### src/rtl/wake_pkg.sv
package wake_pkg;

    typedef enum logic [1:0] {
        MODE_OFF       = 2'b00,
        MODE_PUSH_PULL = 2'b01,
        MODE_HIGH_SIDE = 2'b10,
        MODE_LOW_SIDE  = 2'b11
    } drv_mode_e;

    typedef enum logic [1:0] {
        ST_IDLE    = 2'b00,
        ST_QUALIFY = 2'b01,
        ST_LATCHED = 2'b10
    } qual_state_e;

    typedef enum logic {
        PULSE_IDLE = 1'b0,
        PULSE_LOW  = 1'b1
    } pulse_state_e;

endpackage

### src/rtl/wake_short_sense.sv
module wake_short_sense
    import wake_pkg::*;
(
    input  logic      clk,
    input  logic      rst_n,
    input  drv_mode_e mode,
    input  logic      drv_level,
    input  logic      line_level,
    output logic      short_now
);

    always_comb begin
        short_now = 1'b0;
        unique case (mode)
            MODE_OFF:       short_now = 1'b0;
            MODE_PUSH_PULL: short_now = (line_level != drv_level);
            MODE_HIGH_SIDE: short_now = drv_level && !line_level;
            MODE_LOW_SIDE:  short_now = !drv_level && line_level;
            default:        short_now = 1'b0;
        endcase
    end

    // an undriven line never reports a forced condition
    assert_off_never_short_R2: assert property (@(posedge clk) disable iff (!rst_n)
        (mode == MODE_OFF) |-> !short_now);

endmodule

### src/rtl/wake_qual_fsm.sv
module wake_qual_fsm
    import wake_pkg::*;
#(
    parameter int QUAL_US = 80
) (
    input  logic clk,
    input  logic rst_n,
    input  logic us_tick,
    input  logic short_now,
    output logic det_evt,
    output logic rel_evt
);

    localparam int QCW = $clog2(QUAL_US + 1);
    localparam logic [QCW-1:0] QLAST = QCW'(QUAL_US - 1);

    qual_state_e     state_q, state_d;
    logic [QCW-1:0]  cnt_q, cnt_d;

    always_ff @(posedge clk) begin
        if (!rst_n) begin
            state_q <= ST_IDLE;
            cnt_q   <= '0;
        end else begin
            state_q <= state_d;
            cnt_q   <= cnt_d;
        end
    end

    always_comb begin
        state_d = state_q;
        cnt_d   = cnt_q;
        det_evt = 1'b0;
        rel_evt = 1'b0;
        unique case (state_q)
            ST_IDLE: begin
                cnt_d = '0;
                if (short_now) begin
                    if (us_tick && (QLAST == '0)) begin
                        state_d = ST_LATCHED;
                        det_evt = 1'b1;
                    end else begin
                        state_d = ST_QUALIFY;
                        cnt_d   = us_tick ? QCW'(1) : '0;
                    end
                end
            end
            ST_QUALIFY: begin
                if (!short_now) begin
                    state_d = ST_IDLE;
                    cnt_d   = '0;
                end else if (us_tick) begin
                    if (cnt_q == QLAST) begin
                        state_d = ST_LATCHED;
                        cnt_d   = '0;
                        det_evt = 1'b1;
                    end else begin
                        cnt_d = cnt_q + QCW'(1);
                    end
                end
            end
            ST_LATCHED: begin
                cnt_d = '0;
                if (!short_now) begin
                    state_d = ST_IDLE;
                    rel_evt = 1'b1;
                end
            end
            default: begin
                state_d = ST_IDLE;
                cnt_d   = '0;
            end
        endcase
    end

    // qualification count never reaches the limit
    assert_qual_count_bound_R3: assert property (@(posedge clk) disable iff (!rst_n)
        cnt_q < QCW'(QUAL_US));

    // a held line keeps the machine latched, so no second detection
    assert_latched_holds_R5: assert property (@(posedge clk) disable iff (!rst_n)
        (state_q == ST_LATCHED && short_now) |=> (state_q == ST_LATCHED));

    // release event always returns the machine to idle
    assert_release_to_idle_R6: assert property (@(posedge clk) disable iff (!rst_n)
        rel_evt |=> (state_q == ST_IDLE));

endmodule

### src/rtl/wake_pulse_gen.sv
module wake_pulse_gen
    import wake_pkg::*;
#(
    parameter int PULSE_US = 190
) (
    input  logic clk,
    input  logic rst_n,
    input  logic us_tick,
    input  logic det_evt,
    output logic wake_n
);

    localparam int PCW = $clog2(PULSE_US + 1);
    localparam logic [PCW-1:0] PLAST = PCW'(PULSE_US - 1);

    pulse_state_e   pst_q, pst_d;
    logic [PCW-1:0] pcnt_q, pcnt_d;

    always_ff @(posedge clk) begin
        if (!rst_n) begin
            pst_q  <= PULSE_IDLE;
            pcnt_q <= '0;
        end else begin
            pst_q  <= pst_d;
            pcnt_q <= pcnt_d;
        end
    end

    always_comb begin
        pst_d  = pst_q;
        pcnt_d = pcnt_q;
        if (det_evt) begin
            pst_d  = PULSE_LOW;
            pcnt_d = '0;
        end else begin
            unique case (pst_q)
                PULSE_IDLE: pcnt_d = '0;
                PULSE_LOW: begin
                    if (us_tick) begin
                        if (pcnt_q == PLAST) begin
                            pst_d  = PULSE_IDLE;
                            pcnt_d = '0;
                        end else begin
                            pcnt_d = pcnt_q + PCW'(1);
                        end
                    end
                end
                default: pst_d = PULSE_IDLE;
            endcase
        end
    end

    assign wake_n = (pst_q != PULSE_LOW);

    // a detection starts the low pulse on the next cycle
    assert_pulse_start_R4: assert property (@(posedge clk) disable iff (!rst_n)
        det_evt |=> !wake_n);

    // the pulse tick counter stays inside the pulse length
    assert_pulse_cnt_bound_R4: assert property (@(posedge clk) disable iff (!rst_n)
        pcnt_q < PCW'(PULSE_US));

endmodule

### src/rtl/wake_irq_latch.sv
module wake_irq_latch (
    input  logic clk,
    input  logic rst_n,
    input  logic rel_evt,
    input  logic irq_en,
    input  logic status_rd,
    output logic flag
);

    logic set_now;
    assign set_now = rel_evt && irq_en;

    always_ff @(posedge clk) begin
        if (!rst_n)          flag <= 1'b0;
        else if (set_now)    flag <= 1'b1;
        else if (status_rd)  flag <= 1'b0;
    end

    // the flag only rises after an enabled release
    assert_flag_rise_R6: assert property (@(posedge clk) disable iff (!rst_n)
        $rose(flag) |-> $past(rel_evt && irq_en));

    // set wins over a simultaneous read
    assert_set_wins_R8: assert property (@(posedge clk) disable iff (!rst_n)
        (rel_evt && irq_en && status_rd) |=> flag);

    // a read without a simultaneous set clears the flag
    assert_read_clears_R8: assert property (@(posedge clk) disable iff (!rst_n)
        (status_rd && !(rel_evt && irq_en)) |=> !flag);

endmodule

### src/rtl/wake_detect.sv
module wake_detect
    import wake_pkg::*;
#(
    parameter int QUAL_US  = 80,
    parameter int PULSE_US = 190
) (
    input  logic       clk,
    input  logic       rst_n,
    input  logic       us_tick,
    input  logic [1:0] drv_mode,
    input  logic       drv_level,
    input  logic       line_level,
    input  logic       wake_irq_en,
    input  logic       status_rd,
    output logic       wake_n,
    output logic       wake_flag,
    output logic       irq_req
);

    logic short_now;
    logic det_evt;
    logic rel_evt;

    wake_short_sense u_sense (
        .clk        (clk),
        .rst_n      (rst_n),
        .mode       (drv_mode_e'(drv_mode)),
        .drv_level  (drv_level),
        .line_level (line_level),
        .short_now  (short_now)
    );

    wake_qual_fsm #(.QUAL_US(QUAL_US)) u_qual (
        .clk       (clk),
        .rst_n     (rst_n),
        .us_tick   (us_tick),
        .short_now (short_now),
        .det_evt   (det_evt),
        .rel_evt   (rel_evt)
    );

    wake_pulse_gen #(.PULSE_US(PULSE_US)) u_pulse (
        .clk     (clk),
        .rst_n   (rst_n),
        .us_tick (us_tick),
        .det_evt (det_evt),
        .wake_n  (wake_n)
    );

    wake_irq_latch u_flag (
        .clk       (clk),
        .rst_n     (rst_n),
        .rel_evt   (rel_evt),
        .irq_en    (wake_irq_en),
        .status_rd (status_rd),
        .flag      (wake_flag)
    );

    assign irq_req = wake_flag;

    // the IRQ contribution never rises without the flag having been set by a release
    assert_irq_source_R9: assert property (@(posedge clk) disable iff (!rst_n)
        $rose(irq_req) |-> $past(rel_evt && wake_irq_en));

endmodule

### config.mk
export PLATFORM = sky130hd
export DESIGN_NAME = wake_detect
export DESIGN_NICKNAME = d
export VERILOG_FILES = /design/src/rtl/wake_pkg.sv /design/src/rtl/wake_short_sense.sv /design/src/rtl/wake_qual_fsm.sv /design/src/rtl/wake_pulse_gen.sv /design/src/rtl/wake_irq_latch.sv /design/src/rtl/wake_detect.sv
export SDC_FILE = /design/constraint.sdc
export NUM_CORES = 1
export LEC_CHECK = 0
export ABC_AREA = 0
export BUFFER_PORTS_ARGS = -buffer_cell sky130_fd_sc_hd__clkbuf_2
export CORE_MARGIN = 10
export CORE_UTILIZATION = 50
export DETAILED_ROUTE_END_ITERATION = 10
export HOLD_SLACK_MARGIN = 0.12
export MAX_ROUTING_LAYER = met4
export PLACE_DENSITY = 0.84
export SYNTH_ARGS = -nofsm -noshare
export SYNTH_HDL_FRONTEND = slang
export SYNTH_SLANG_ARGS = --single-unit
export TNS_END_PERCENT = 10
### constraint.sdc
create_clock -name clk -period 1.4 [get_ports clk]
set_input_delay 0 -clock clk [delete_from_list [all_inputs] [get_ports clk]]
set_output_delay 0 -clock clk [all_outputs]
set_load 0.01 [all_outputs]
# Word level (Yosys, flattened, before mapping)
# Cells that the tools add are included.
[classes] add_sub_neg=2 eq_ne=13 n_mux=28 n_bitwise=2 n_reduce_logical=10
[ops] cell="$mux W7" n=4
[ops] cell="$mux W8" n=2
[ops] cell="$pmux W8 S2" n=1
[ops] cell="$pmux W7 S2" n=1
[ops] cell="$mux W1" n=13
[ops] cell="$mux W2" n=5
[ops] cell="$add A8 B1 Y8 const B" n=1
[ops] cell="$eq A8 B8 Y1 const B" n=1
[ops] cell="$add A7 B1 Y7 const B" n=1
[ops] cell="$eq A7 B7 Y1 const B" n=1
[ops] cell="$eq A2 B2 Y1 const B" n=3
[ops] cell="$ne A3 B3 Y1 const B" n=2
[ops] cell="$pmux W2 S3" n=1
[ops] cell="$eq A2 B1 Y1 const B" n=2
[ops] cell="$logic_not A2 Y1" n=2
[ops] cell="$ne A2 B2 Y1 const B" n=2
[ops] cell="$pmux W1 S4" n=1
[ops] cell="$reduce_and A4 Y1" n=1
[ops] cell="$logic_and A1 B1 Y1" n=3
[ops] cell="$logic_not A1 Y1" n=2
[ops] cell="$ne A2 B1 Y1 const B" n=1
[ops] cell="$not A1 Y1" n=2
[ops] cell="$reduce_bool A2 Y1" n=1
[ops] cell="$reduce_or A2 Y1" n=1
[ops] cell="$ne A1 B1 Y1" n=1
[totals] reg_bits=19 output_inout_bits=3 elab_cells=60

# Logic depth before layout (Yosys ltp)
# Gate-level depths: netlist of run 1.
[logic_depth] depth_word=7 depth_mapped=8 depth_no_buf=7

# Hierarchy
# From an unflattened synthesis of run 1, not the netlist that was laid out.
[unflattened] cells_unflattened=129 hier_area_um2=1104.8
[modules_own_cells] mod="wake_pulse_gen" instances=1 cells_per_inst=60 area_per_inst_um2=509.2 seq_area_each_um2=180.2
[modules_own_cells] mod="wake_qual_fsm" instances=1 cells_per_inst=56 area_per_inst_um2=484.2 seq_area_each_um2=180.2
[modules_own_cells] mod="wake_short_sense" instances=1 cells_per_inst=8 area_per_inst_um2=62.6 seq_area_each_um2=0.0
[modules_own_cells] mod="wake_irq_latch" instances=1 cells_per_inst=4 area_per_inst_um2=41.3 seq_area_each_um2=20.0
[modules_own_cells] mod="wake_detect" instances=1 cells_per_inst=1 area_per_inst_um2=7.5 seq_area_each_um2=0.0

# Worst setup path after synthesis of run 1
# No wires, ideal clock.
[synth_path] path_kind="flip-flop to flip-flop" start="register u_qual.cnt_q[0]" end="register u_pulse.pcnt_q[5]" setup_ns=0.116 arrival_ns=1.397 slack_ns=-0.114 path_stages_with_launch=7 path_buffers=0 period_less_slack_ns=1.514 path_cell_list="dfxtp_1 > ha_1 > nand3_1 > nor4b_4 > nand4_4 > nand4_1 > nor2_1"
[synth_via] elab_chain_cells=6
[synth_rtl] element="from (decl)" line_no="wake_qual_fsm.sv:18" text="logic [QCW-1:0] cnt_q, cnt_d;"
[synth_rtl] element="from (signal assigned)" line_no="wake_qual_fsm.sv:26" text="cnt_q <= cnt_d;"
[synth_rtl] element="$eq A7 B7 Y1" line_no="wake_qual_fsm.sv:53" text="if (cnt_q == QLAST) begin"
[synth_rtl] element="$mux W1" line_no="wake_qual_fsm.sv:53"
[synth_rtl] element="$mux W1" line_no="wake_qual_fsm.sv:52" text="end else if (us_tick) begin"
[synth_rtl] element="$mux W1" line_no="wake_qual_fsm.sv:49" text="if (!short_now) begin"
[synth_rtl] element="$mux W1" line_no="wake_qual_fsm.sv:35" text="unique case (state_q)"
[synth_rtl] element="$reduce_or A2 Y1 (no source line)"
[synth_rtl] element="to (signal assigned)" line_no="wake_pulse_gen.sv:25" text="pcnt_q <= pcnt_d;"
[synth_rtl] element="to (decl)" line_no="wake_pulse_gen.sv:17" text="logic [PCW-1:0] pcnt_q, pcnt_d;"
# No other way between the ends.
# A chain may end at the register's enable or synchronous reset.

# Worst setup path in the final report of run 1
# Same ends and word-level chain as after synthesis.

==> summary.md, run 1 <==
| Metric | Value |
|---|---|
| Layout Nets | around 170 |
| Number of global-route vias before repair | 966 |
| Worst r2r path cells | 7 |
| CTS Buffer Depth | 2 |
| Pin count of the biggest net entering global routing | 13 |
| Final instance area | 1350 um2 |
| Yosys warning count | 0 |
| Layout cells sized above 1 | 0.316 |
| Port-buffer cells | 11 |
| Relative slew margins | 0.758 |
| Placed Area | 1260 um2 |
| Synthesized Nets | 134 |
| Worst-path maximum fanout | 3 |
| Worst Path Required | between 1.5 and 2 ns |
| Sequential area share after synthesis | 0.364 |
| R2R setup slack | -0.02 ns |
| Ys async rst share | 0 |
| Post-synth EDFFs | 0 |
| WP data arrival | 1.61 ns |
| Drt first-iter violations | slightly below 70 |
| # diodes | 0 |
| Root buffer cell | clkbuf_4 |
| Failing checks | negative setup slack |
| Layout Area Growth over Synthesis | 29.2% |
| WS Path Type | flop to flop |
| Gr ovfl total | 0 |
| DIE HEIGHT | 65.7 um |
| Clock Sinks | 19 |
| Htree depth | 1 |
| Fmax | ~700 MHz |
| Fin. max-slew vios | 0 |
| Min-Delay Path Class | primary input to flop |
| Remaining DRCs | 0 |
| RD Place Congestion | between 0.9 and 1 |
| Core region area | ~2000 um2 |
| Critical path endpoint | u_pulse.pcnt_q[5] |
| Initial cell density of the core | 0.528 |
| Fin. Hold Viols | 0 |
| Antenna Nets Post-Route | 0 |
| Dpl ws | -0.181 ns |
| Reg-to-Reg Start | u_qual.cnt_q[0] |
| Initial antenna violation count | 0 |
| Register bit count reported by yosys | 19 |
| Fin crit share | 1.01 |
| First-pass iteration count of the detailed router | 4 |
| IO Count | 12 |
| DIE AREA | 4320 um2 |
| Critical Path Source | u_qual.cnt_q[0] |
| Syn Inst Count | 120 |
| VDD IR-drop max | 0.000410 V |
| Post-synthesis cell type count | 38 |
| Final setup vio count | 2 |
| Status | finished, violations left |
| Crit Reg-Reg Endpoint | u_pulse.pcnt_q[5] |
| Final WS setup | -0.0174 ns |
| Avg Cell Area, Syn | between 8 and 9 um2 |
| Clock transition at path regs | ~0.11 ns |
| Commonest cells after routing, fill and taps aside | 17 x buf_4, 16 x nand2_1, 16 x dfxtp_1 |
| Top FF cell, synth | dfxtp_1 |
| CTS tree | built |
| Vias per cell | around 5.4 |
| Wire length per cell | 13.1 um |
| Placement row count | 16 |
| Clock buffer count from CTS | 3 |
| Tightest Pin Transition | 0.363 ns |
| Clock latency on the worst-skew pair | about 0.29 ns |
| First-pass GRT wire length | 4040 um |
| RSZ-0062 raised after global routing | true |
| Static leakage | roughly 0.00053 uW |
| Final Critical Period | about 1.4 ns |
| Most common cell after layout, fill and taps aside | buf_4 |
| Area of the mapped netlist | 1050 um2 |
| Die Width | 65.7 um |
| Drt total wl | approximately 2400 um |
| Worst setup SP type | flop |
| CP Capture Type | flop |
| Worst Skew | ~0.008 ns |
| Pwr dens | ~660 nW/um2 |
| Via count | just under 1,000 |
| Post-DP HPWL | between 1500 and 2000 um |
| Tot GR Track Use | 0.118 |
| Max_cap viols | 0 |
[final cells by class]
| type | instances | area (um2) |
|---|---|---|
| clock buffer | 4 | 26.3 |
| fill | 146 | 631 |
| inverter | 6 | 22.5 |
| multi-input combinational | 91 | 662 |
| sequential | 19 | 384 |
| tap | 27 | 33.8 |
| timing repair buffer | 32 | 223 |
[cells in the mapped netlist, types with 2 or more instances]
master    number  area, um2
a21oi_1        7       35.0
a311oi_1       2       17.5
a41oi_1        2       17.5
clkbuf_1       2       7.51
dfxtp_1       19        380
ha_1           5       62.6
inv_1          6       22.5
mux2i_1        2       20.0
nand2_1       18       67.6
nand2b_1       3       18.8
nand3_1        6       30.0
nand4_1        3       18.8
nor2_1        11       41.3
nor2b_1        2       12.5
nor3_1         4       20.0
xnor2_1        4       35.0
xor2_1         3       26.3
[critical path: stages (launching register included)]
cell and delay (ns):
dfxtp_2 0.37, ha_4 0.15, nand3_4 0.09, nor4b_4 0.24, buf_4 0.16, nand4_4 0.09, nand4_1 0.17, nor2_1 0.06
[where the power goes]
| part | leakage, uW | switching (uW) | total, uW | internal [uW] |
|---|---|---|---|---|
| registers | 0.000155 | 3.52 | 547 | 543 |
| logic | 0.000360 | 41.3 | 77.1 | 35.8 |
| clock network | 0.0000150 | 160 | 270 | 111 |
| total | 0.000530 | 204 | 894 | 690 |
[routing by layer]
layer | share of wire | wire length [um] | global-route usage | vias to the layer above
li1 | - | - | - | 484
met2 | 0.50 | 1180 | 0.203 | 19
met1 | 0.44 | 1050 | 0.124 | 454
met5 | 0 | 0 | - | -
met4 | 0.023 | 53 | 0.0561 | 0
met3 | 0.032 | 76 | 0.0254 | 8
[kinds of logic after synthesis]
logic type	synth area share
flops	0.364
xor+xnor	0.0586
buf+inv	0.0467
simple gates	0.306
mux	0.0407
compound gates	0.124
fa+ha+maj	0.0598
[flip-flops by register name (all words and copies together), names as in the netlist]
| signal | flops |
|---|---|
| u_pulse.pcnt_q | 8 |
| u_qual.cnt_q | 7 |
| u_flag.flag | 1 |
| u_pulse.pst_q | 1 |
| u_qual.state_q | 2 |
[stage by stage]
| stage | setup TNS [ns] | hold slack [ns] | utilization | total power (uW) | cells |
|---|---|---|---|---|---|
| 3_5_place_dp | -1.64 | 0.337 | 0.638 | 626 | 171 |
| 5_1_grt | -0.735 | 0.416 | 0.682 | 938 | 179 |
| 6_report | -0.0189 | 0.394 | 0.682 | 894 | 179 |
| 3_3_place_gp | -1.05 | 0.334 | 0.638 | 624 | 171 |
| 4_1_cts | -0.0585 | 0.369 | 0.674 | 910 | 179 |
| 2_1_floorplan | -0.306 | 0.122 | - | 603 | 120 |
[worst min-delay path by stage]
stage,slack [ns],depth (start not counted),end,startpoint
after floorplan,0.12,1,u_flag.flag,rst_n
after global placement,0.33,3,u_flag.flag,status_rd
after detailed placement,0.34,3,u_flag.flag,status_rd
after CTS,0.37,4,u_qual.cnt_q[1],drv_mode[0]
after global routing,0.42,4,u_qual.cnt_q[1],drv_mode[0]
final,0.39,4,u_qual.state_q[1],drv_mode[0]
[what timing repair did]
action,CTS,global route
endpoints found under the setup margin,14,11
hold buffers,4,0
pin swaps,7,1
cloned,0,0
setup buffers,0,0
gates resized for setup,2,4
endpoints found under the hold margin,13,0
Power figures use the tool's default switching activity.
==> run 2: changes to the inputs <==
Settings changed: BUFFER_PORTS_ARGS -buffer_cell sky130_fd_sc_hd__clkbuf_2 to unset, CORE_UTILIZATION 50 to 54, DONT_BUFFER_PORTS set to 1, GPL_TIMING_DRIVEN set to 1, PLACE_DENSITY 0.84 to 0.83.
==> run 2 against run 1 <==
Effect of this change:
- the run ends with negative hold slack, negative setup slack left
- flip-flop and latch count unchanged
- global-route usage increased by 1.2 points
- non-clock buffer count decreased by 12
- die area decreased by 5.2%
- count of clock-buffer cells in the layout decreased by 1
- final cell count decreased by 7.8%
- sequential power about the same
- cell area decreased by 4.2%
- utilization increased by 4.4 points
- critical endpoint is now u_pulse.pcnt_q[6]
- largest power group unchanged
==> summary.md, run 2 (same netlist as run 1, synthesis figures left out) <==
| Metric | Value |
|---|---|
| Status | finished, violations left |
| Failing checks | negative hold slack, negative setup slack |
| Fmax | between 600 and 700 MHz |
| Wire length per cell | around 15 um |
| First-pass GRT wire length | roughly 4200 um |
| Worst r2r path cells | 7 |
| Htree depth | 1 |
| RD Place Congestion | between 0.8 and 0.9 |
| Placement row count | 15 |
| Core region area | between 1500 and 2000 um2 |
| Clock network fraction of total power | 0.311 |
| Layer with the highest usage | met2 |
| Root buffer cell | clkbuf_4 |
| GR Util met3 | 0.0436 |
| Clock Sinks | 19 |
| Initial cell density of the core | 0.587 |
| Tot GR Track Use | 0.130 |
| Remaining DRCs | 0 |
| Met1 usage | 0.152 |
| Max FFs per register | 8 |
| Vias per cell | 5.62 |
| Initial antenna violation count | 0 |
| Clock latency on the worst-skew pair | roughly 0.3 ns |
| CTS tree | built |
| Hold EP | u_pulse.pcnt_q[4] |
| R2R setup slack | -0.05 ns |
| Sw power | between 200 and 250 uW |
| Via count | between 900 and 1,000 |
| CP Capture Type | flop |
| Tightest Pin Transition | 0.381 ns |
| Hold Path Cell Cnt | 1 |
| IO Count | 12 |
| Comb power frac | 0.068 |
| Layout cells sized above 1 | 0.279 |
| First-pass iteration count of the detailed router | 5 |
| Pwr dens | 680 nW/um2 |
| Antenna Nets Post-Route | 0 |
| Pin count of the biggest net entering global routing | 21 |
| Max_cap viols | 0 |
| Flop pwr share | 0.621 |
| Fin crit share | 1.04 |
| Hold buffers post-CTS | 3 |
| Min-delay src | us_tick |
| VDD IR-drop max | between 0.0006 and 0.0007 V |
| Final WS setup | -0.0518 ns |
| Layout Cells excl Fill | 165 |
| Cell total after placement | ~160 |
| Reg-to-Reg Start | u_qual.cnt_q[0] |
| Static leakage | 0.000483 uW |
| RSZ-0062 raised after global routing | true |
| Top reg by flops | u_pulse.pcnt_q |
| Drt total wl | roughly 2500 um |
| Clock transition at path regs | ~0.11 ns |
| DIE HEIGHT | between 60 and 70 um |
| Gr ovfl total | 0 |
| Min-Delay Path Class | primary input to flop |
| WS Path Type | flop to flop |
| Registers with the most flip-flops | u_pulse.pcnt_q: 8 flops, u_qual.cnt_q: 7 flops, u_qual.state_q: 2 flops |
| Crit Reg-Reg Endpoint | u_pulse.pcnt_q[6] |
| Fill count | 120 |
| Crit-path max cell delay | approximately 0.37 ns |
| Cell Int Power | 678 uW |
| Post-DP HPWL | about 1700 um |
| Number of global-route vias before repair | around 930 |
| Fin. Hold Viols | 14 |
| Layout Nets | around 160 |
| Commonest cells after routing, fill and taps aside | 17 x nand2_1, 17 x buf_4, 17 x dfxtp_1 |
| Die Width | 64.0 um |
| Slowest cell on crit path | dfxtp_2 |
| Met2 usage | 0.210 |
| WP data arrival | 1.65 ns |
| Sw Ratio | 0.230 |
| Layout Area Growth over Synthesis | 23.8% |
| CP Cell Sequence | ha_4 > nand3_4 > nor4b_4 > buf_4 > nand4_4 > nand4_1 > nor2_1 |
| # diodes | 0 |
| Clock buffer count from CTS | 3 |
| DIE AREA | roughly 4000 um2 |
| CTS Buffer Depth | 2 |
| Port-buffer cells | 0 |
| Worst-path maximum fanout | 4 |
| Drt first-iter violations | 54 |
| Worst Path Required | between 1.5 and 2 ns |
| Final Critical Period | roughly 1.5 ns |
| Relative slew margins | 0.745 |
| Fin. max-slew vios | 0 |
| Worst Hold Margin | -0.201 ns |
| Worst setup SP type | flop |
| Final setup vio count | 6 |
| Worst Skew | a little under 0.004 ns |
==> run 2: cell types whose count changed in the layout (fill, tap and decap cells not counted), sizes merged <==
cell | previous run | this run
dlygate4sd3 | 4 | 3
clkinv | 0 | 1
clkbuf | 15 | 3
==> run 2: worst max path at each step <==
stage | startpoint | end | cells after the start
6_report | u_qual.cnt_q[0] | u_pulse.pcnt_q[6] | 7
5_1_grt | u_qual.cnt_q[0] | u_pulse.pcnt_q[7] | 7
4_1_cts | u_qual.cnt_q[0] | u_pulse.pcnt_q[6] | 7
3_5_place_dp | u_qual.cnt_q[1] | u_pulse.pcnt_q[6] | 6
3_3_place_gp | u_qual.cnt_q[1] | u_pulse.pcnt_q[6] | 6
2_1_floorplan | u_qual.cnt_q[1] | u_pulse.pcnt_q[6] | 6
==> run 2: routing by layer <==
metal  share of wire  wire (um)
met5               0          0
met4          0.0063         16
met3           0.053        134
met2            0.49       1230
met1            0.45       1150
==> run 2: cell type report <==
cell class	count	area, um2	area share
flip-flops and latches	19	383	0.296
clock inverters	1	5.00	0.00386
repair buffers	20	158	0.122
inverters	6	22.5	0.0174
multi-input cells	91	673	0.520
clock buffers	3	22.5	0.0174
well taps	25	31.3	0.0242
==> run 2: metrics by stage <==
| step | total power, uW | setup WS [ns] | utilization | cell area, um2 | setup TNS (ns) |
|---|---|---|---|---|---|
| after floorplan | 603 | -0.0464 | - | 1070 | -0.306 |
| after global placement | 602 | -0.120 | 0.668 | 1190 | -1.14 |
| after detailed placement | 604 | -0.164 | 0.668 | 1190 | -1.82 |
| after CTS | 879 | -0.0192 | 0.711 | 1270 | -0.0513 |
| after global routing | 916 | -0.150 | 0.726 | 1290 | -1.11 |
| final | 881 | -0.0518 | 0.726 | 1290 | -0.169 |
==> run 2: timing repair <==
action | 4_1_cts | 5_1_grt
pin swaps | 4 | 6
endpoints found under the setup margin | 16 | 16
buffers inserted | 2 | 0
resized for setup | 1 | 7
endpoints found under the hold margin | 19 | 17
==> run 2: critical path: cells and delay by family, from the launching register on <==
family | cells | cell delay (ns)
AND/OR/NAND/NOR | 5 | 0.66
flip-flops | 1 | 0.37
buffers and inverters | 1 | 0.17
adder cells (fa/ha/maj) | 1 | 0.16
==> run 2: power groups by stage <==
stage / logic [uW] / clock network (uW) / registers (uW)
final: 60.1 / 274 / 547
after CTS: 55.0 / 277 / 547
after global placement: 43.4 / 0 / 559
after detailed placement: 45.2 / 0 / 559
after global routing: 65.3 / 303 / 548
after floorplan: 43.9 / 0 / 559
